### src/rtl/gpio_pkg.sv
package gpio_pkg;
  typedef struct packed {
    logic loadDir;
    logic loadOut;
    logic togOut;
    logic selDir;
    logic selOut;
    logic selPin;
  } gpioStrobe_t;
endpackage

### src/rtl/gpio_ctrl.sv
module gpio_ctrl
  import gpio_pkg::*;
(
  input  logic        wrDir,
  input  logic        wrOut,
  input  logic        wrPin,
  input  logic        rdDir,
  input  logic        rdOut,
  input  logic        rdPin,
  output gpioStrobe_t strobe
);
  always_comb begin
    strobe.loadDir = wrDir;
    strobe.loadOut = wrOut;
    // a load of the drive register takes precedence over a toggle
    strobe.togOut  = wrPin & ~wrOut;
    strobe.selDir  = rdDir;
    strobe.selOut  = rdOut;
    strobe.selPin  = rdPin;
  end
endmodule

### src/rtl/gpio_dpath.sv
module gpio_dpath
  import gpio_pkg::*;
#(
  parameter int NUM_PINS   = 8,
  parameter int SYNC_DEPTH = 2
) (
  input  logic                clk,
  input  logic                rstN,
  input  gpioStrobe_t         strobe,
  input  logic [NUM_PINS-1:0] wrData,
  output logic [NUM_PINS-1:0] rdData,
  input  logic                pullupDis,
  input  logic                sleep,
  input  logic [NUM_PINS-1:0] padIn,
  output logic [NUM_PINS-1:0] padOe,
  output logic [NUM_PINS-1:0] padOut,
  output logic [NUM_PINS-1:0] pullReq
);
  localparam int LAST = SYNC_DEPTH - 1;

  logic [NUM_PINS-1:0] dirReg;
  logic [NUM_PINS-1:0] outReg;
  logic [NUM_PINS-1:0] syncStage [SYNC_DEPTH];
  logic [NUM_PINS-1:0] gatedIn;

  always_ff @(posedge clk or negedge rstN) begin
    if (!rstN) dirReg <= '0;
    else if (strobe.loadDir) dirReg <= wrData;
  end

  always_ff @(posedge clk or negedge rstN) begin
    if (!rstN) outReg <= '0;
    else if (strobe.loadOut) outReg <= wrData;
    else if (strobe.togOut) outReg <= outReg ^ wrData;
  end

  assign gatedIn = sleep ? '0 : padIn;

  genvar s;
  generate
    for (s = 0; s < SYNC_DEPTH; s++) begin : g_sync
      always_ff @(posedge clk or negedge rstN) begin
        if (!rstN) syncStage[s] <= '0;
        else if (s == 0) syncStage[s] <= gatedIn;
        else syncStage[s] <= syncStage[(s == 0) ? 0 : s-1];
      end
    end
  endgenerate

  genvar p;
  generate
    for (p = 0; p < NUM_PINS; p++) begin : g_pin
      assign pullReq[p] = ~dirReg[p] & outReg[p] & ~pullupDis;
    end
  endgenerate

  assign padOe  = dirReg;
  assign padOut = outReg;

  always_comb begin
    rdData = '0;
    if (strobe.selDir) rdData = rdData | dirReg;
    if (strobe.selOut) rdData = rdData | outReg;
    if (strobe.selPin) rdData = rdData | syncStage[LAST];
  end
endmodule

### src/rtl/gpio_port_ctl.sv
module gpio_port_ctl
  import gpio_pkg::*;
#(
  parameter int NUM_PINS = 8
) (
  input  logic                clk,
  input  logic                rstN,
  input  logic                wrDir,
  input  logic                wrOut,
  input  logic                wrPin,
  input  logic                rdDir,
  input  logic                rdOut,
  input  logic                rdPin,
  input  logic [NUM_PINS-1:0] wrData,
  output logic [NUM_PINS-1:0] rdData,
  input  logic                pullupDis,
  input  logic                sleep,
  input  logic [NUM_PINS-1:0] padIn,
  output logic [NUM_PINS-1:0] padOe,
  output logic [NUM_PINS-1:0] padOut,
  output logic [NUM_PINS-1:0] pullReq
);
  gpioStrobe_t strobe;

  gpio_ctrl i_ctrl (
    .wrDir(wrDir), .wrOut(wrOut), .wrPin(wrPin),
    .rdDir(rdDir), .rdOut(rdOut), .rdPin(rdPin),
    .strobe(strobe)
  );

  gpio_dpath #(.NUM_PINS(NUM_PINS), .SYNC_DEPTH(2)) i_dpath (
    .clk(clk), .rstN(rstN), .strobe(strobe),
    .wrData(wrData), .rdData(rdData),
    .pullupDis(pullupDis), .sleep(sleep), .padIn(padIn),
    .padOe(padOe), .padOut(padOut), .pullReq(pullReq)
  );
endmodule

### config.mk
export PLATFORM = sky130hd
export DESIGN_NAME = gpio_port_ctl
export DESIGN_NICKNAME = d
export VERILOG_FILES = /design/src/rtl/gpio_pkg.sv /design/src/rtl/gpio_ctrl.sv /design/src/rtl/gpio_dpath.sv /design/src/rtl/gpio_port_ctl.sv
export SDC_FILE = /design/constraint.sdc
export NUM_CORES = 1
export LEC_CHECK = 0
export BUFFER_PORTS_ARGS = -buffer_cell sky130_fd_sc_hd__buf_2
export CAP_MARGIN = 15
export CORE_ASPECT_RATIO = 0.8
export CORE_MARGIN = 2
export CORE_UTILIZATION = 47
export CTS_CLUSTER_SIZE = 40
export DETAILED_ROUTE_END_ITERATION = 10
export MAX_ROUTING_LAYER = met4
export PLACE_DENSITY = 0.86
export SYNTH_ARGS = -nofsm -noshare
export SYNTH_HDL_FRONTEND = slang
export SYNTH_SLANG_ARGS = --single-unit
export TNS_END_PERCENT = 5
### constraint.sdc
create_clock -name clk -period 1.9 [get_ports clk]
set_input_delay 0.38 -clock clk [delete_from_list [all_inputs] [get_ports clk]]
set_output_delay 0.38 -clock clk [all_outputs]
set_load 0.1 [all_outputs]
Yosys cells after proc, flatten, opt, wreduce, memory -nomap -nowiden --
Index checks and enable logic that the tools add are counted.
Word-level totals: register bits 32, input bits 26, output and inout bits 32, logic and storage cells 41
Operators by class: multiplexer cells 6, bitwise logic cells 30, reduce and logical (&&, ||, !) cells 1
Operator list (count):
- $mux W8 | 6
- $and A1 B1 Y1 | 17
- $or A8 B8 Y8 | 2
- $not A1 Y1 | 10
- $xor A8 B8 Y8 | 1
- $reduce_bool A2 Y1 | 1

Depth between registers and ports, before layout --
word-level depth 5, mapped depth 3, depth with buffers taken out 2

Cells and area by module --
Synthesis repeated with hierarchy kept, for this count alone.
Unflattened totals: cells, all modules 118, area, all modules 1478.9 sq um
Modules (own cells, without submodules):
- gpio_dpath | instances 1, cells each 112, area each 1427.6 sq um, seq. area each 800.8 sq um
- gpio_ctrl | instances 1, cells each 6, area each 51.3 sq um, seq. area each 0.0 sq um

Worst setup path after synthesis --
No wires, ideal clock.
path kind register to output, start point register i_dpath.outReg[7] (netlist: i_dpath.padOut[7]), end point output port pullReq[7], data arrival time 3.257 ns, required time 1.520 ns, path slack -1.737 ns, stages on the path, launching flop included 2, buffers on the path 0, path through dfrtp_1 nor3b_1
On the way: longest elaborated chain between the ends 2
Ends and longest elaborated chain:
- start, declared | RTL line gpio_dpath.sv:22 | logic [NUM_PINS-1:0] outReg;
- start signal, assigned | RTL line gpio_dpath.sv:33 | else if (strobe.loadOut) outReg <= wrData;
- start signal, assigned | RTL line gpio_dpath.sv:34 | else if (strobe.togOut) outReg <= outReg ^ wrData;
- $and A1 B1 Y1 (2 in a row) | RTL line gpio_dpath.sv:53 | assign pullReq[p] = ~dirReg[p] & outReg[p] & ~pullupDis;
- end, declared | RTL line gpio_port_ctl.sv:21 | output logic [NUM_PINS-1:0] pullReq
Every way passes these cells.

Final worst setup path --
start point register i_dpath.dirReg[4] (netlist: i_dpath.padOe[4]), end point output port rdData[4]
On the way: longest elaborated chain between the ends 5
Ends and longest elaborated chain:
- start, declared | RTL line gpio_dpath.sv:21 | logic [NUM_PINS-1:0] dirReg;
- start signal, assigned | RTL line gpio_dpath.sv:28 | else if (strobe.loadDir) dirReg <= wrData;
- $mux W8 * | RTL line gpio_dpath.sv:62 | if (strobe.selDir) rdData = rdData | dirReg;
- $or A8 B8 Y8 | RTL line gpio_dpath.sv:63 | if (strobe.selOut) rdData = rdData | outReg;
- $mux W8 * | RTL line gpio_dpath.sv:63
- $or A8 B8 Y8 | RTL line gpio_dpath.sv:64 | if (strobe.selPin) rdData = rdData | syncStage[LAST];
- $mux W8 * | RTL line gpio_dpath.sv:64
- end, declared | RTL line gpio_port_ctl.sv:15 | output logic [NUM_PINS-1:0] rdData,
Mark *: on every way between the ends. The rest lies on a longest branch, timed or not.

==> metrics.cfg <==
[floorplan]
core-area_sq_um = 2810
die_w_microns = 65.4
die_area_sq_um = 3480
rows = 17
initial_core_util_pct = 50.5
die_y_microns = 53.1
ios = 58

[sta]
clock_skew_ns = 0.00112
rsz0062_at_grt = no
tightest_slew_ns = 0.679
whs_ns = 0.141
worst_slack_ns = 0.0577
min_period_ns = 1.84
fmax_mhz = 543
setup_viol = 0
max_slew_margin_pct = 54.7
timing_hold_violations_final = 0
slew_violations = 0
fin_crit_sh_pct = 97.0

[clock_tree]
cts.path.max_buffers = 2
clock_latency_ns = 0.27
clock-sinks = 32
cts-root-buf = clkbuf_8
numCtsBuffers = 5
cts_tree = yes
postCtsSetupBuffers = 0
cts_max_level = 2
clkTransAtPathRegs_ns = 0.06

[synthesis]
synth_adder_area_share_pct = 0
synth-async-reset-ratio_pct = 100
yosysUniqueCellTypes = 20
yosys-top-cells-area = dfrtp_1 56%, mux2_2 6.3%, inv_1 5.8%
yosys_warnings = 0
synth_top_area_share_pct = 56.4
ys_seq_area_share_pct = 56.4
ys_seq_elements = 32
synth_cells = 119
synth_simple_gate_area_share_pct = 13.2
synth_nets = 145
synth_flop_cell = dfrtp_1
avgSynthCellArea_sq_um = 11.9
synth_xor_xnor_area_share_pct = 0
synth_compound_area_share_pct = 14.9
synth_mux_area_share_pct = 6.35
syn_area_sq_um = 1420
synth_top_family_by_area = compound AO/OA/AOI/OAI gates
synth_edf_count = 0
yosys.area.top_type = dfrtp_1

[place]
placed_cell_area_sq_um = 1930
gp_congestion = 0.770
place_ws_ns = 0.250
io_buffers = 57
dp_hpwl_microns = 2410

[hold_path]
hold_path_class = input port to async pin

[critical_path]
crit_path_start = i_dpath.padOe[4]$_DFFE_PN0P_
endpoint_kind = output port
r2r_cells = 2
startpoint_type = flip-flop
r2r_setup_slack_ns = 0.90
arrival_ns = 1.46
r2r_end = i_dpath.padOut[0]$_DFFE_PN0P_
cp_max_fo = 4
endpoint = rdData[4]
r2r-start = i_dpath.padOut[0]$_DFFE_PN0P_
path_class = flip-flop to output port
crit_required_ns = 1.52

[finish]
multi_input_area_sq_um = 579
final_core_util_pct = 72.7
layout_common_cells = 46 x buf_2, 22 x inv_1, 17 x dfrtp_1
diodes = 0
fin_area_sq_um = 2040
final_common_cell = buf_2
fillCellCount = 193
drive_gt1_share_pct = 58.0
fin_nets = 201
seqCellArea_sq_um = 820
area.growth.synth_to_final_pct = 43.9

[drt]
ant_nets = 0
wl_per_cell_microns = 15.5
via_per_inst = 5.43
drc = 0
firstDrtPassIters = 4
routed_wl_microns = 3320
routed-via-count = 1162
drt_iter0_drc = 98

[pwr]
p_total_mw = 2.24
powerDensity_nw_per_um2 = 1100
ir_drop_mv = 0.527
p_leak_nw = 0.987

[global_routing]
grt_max_degree = 33
use_met3_pct = 7.66
gr-max-usage-layer = met2
grt_pass1_vias = 1188
antenna_found_initial = 0
track_usage_pct = 22.2
grt_use_met2_pct = 36.2
grt_first_pass_wirelength_microns = 5530
grt_util_met1_pct = 27.1
grt_overflow = 0

[outcome]
status = finished, final reports clean

[job]
cap_violations = 0

## Yosys cell counts, types with 3 or more instances
cell and instances:
dfrtp_1 32, nor2b_1 9, o21ai_1 5, nor3_1 7, and4b_2 3, a222oi_1 8, a221oi_2 4, clkbuf_1 4
a221oi_1 3, inv_1 22, and4b_1 4, mux2_2 8
## routing by layer
metal / share of wire [%] / vias to the layer above
met1: 40 / 558
met5: 0 / -
met2: 50 / 63
met4: 0 / 0
met3: 9.7 / 0
li1: - / 541
## worst min path at each step
stage | end | slack, ns
after detailed placement | i_dpath.syncStage[7]$_DFF_PN0_ | 0.34
after global routing | i_dpath.padOe[6]$_DFFE_PN0P_ | 0.19
after floorplan | i_dpath.padOe[0]$_DFFE_PN0P_ | 0.08
final | i_dpath.padOe[6]$_DFFE_PN0P_ | 0.14
after CTS | i_dpath.syncStage[5]$_DFF_PN0_ | 0.16
after global placement | i_dpath.syncStage[4]$_DFF_PN0_ | 0.33
## worst max-delay path: stages (launching register included)
cell and delay (ns):
dfrtp_2 0.44, a222oi_1 0.37, inv_1 0.08, buf_2 0.30
## repair_timing
| action | 4_1_cts | 5_1_grt |
|---|---|---|
| setup endpoints to repair | 0 | 3 |
| resized for setup | 0 | 6 |
| hold buffers | 0 | 0 |
## flip-flops by register name (all words and copies together), names as in the netlist
signal and count:
i_dpath.syncStage 16, i_dpath.padOut 8, i_dpath.padOe 8
## per-stage QoR
stage | setup TNS (ns) | std cells
2_1_floorplan | -1.28 | 119
3_3_place_gp | 0 | 206
3_5_place_dp | 0 | 206
4_1_cts | 0 | 214
5_1_grt | 0 | 214
6_report | 0 | 214
## report_power, final
part	total (mW)	switching (mW)	internal [mW]
clock	0.558	0.228	0.330
sequential	0.800	0.0548	0.745
combinational	0.887	0.698	0.189
## kinds of logic after synthesis
kind of cell    count (synthesis)
flops                          32
buf+inv                        30
simple gates                   26
compound gates                 23
mux                             8
## layout make-up
cell class              count  area share [%]
repair buffers             57            20.2
inverters                  22            4.04
flip-flops and latches     32            40.1
multi-input cells          57            28.4
well taps                  38            2.33
clock buffers               8            4.90
Power figures use the tool's default switching activity.
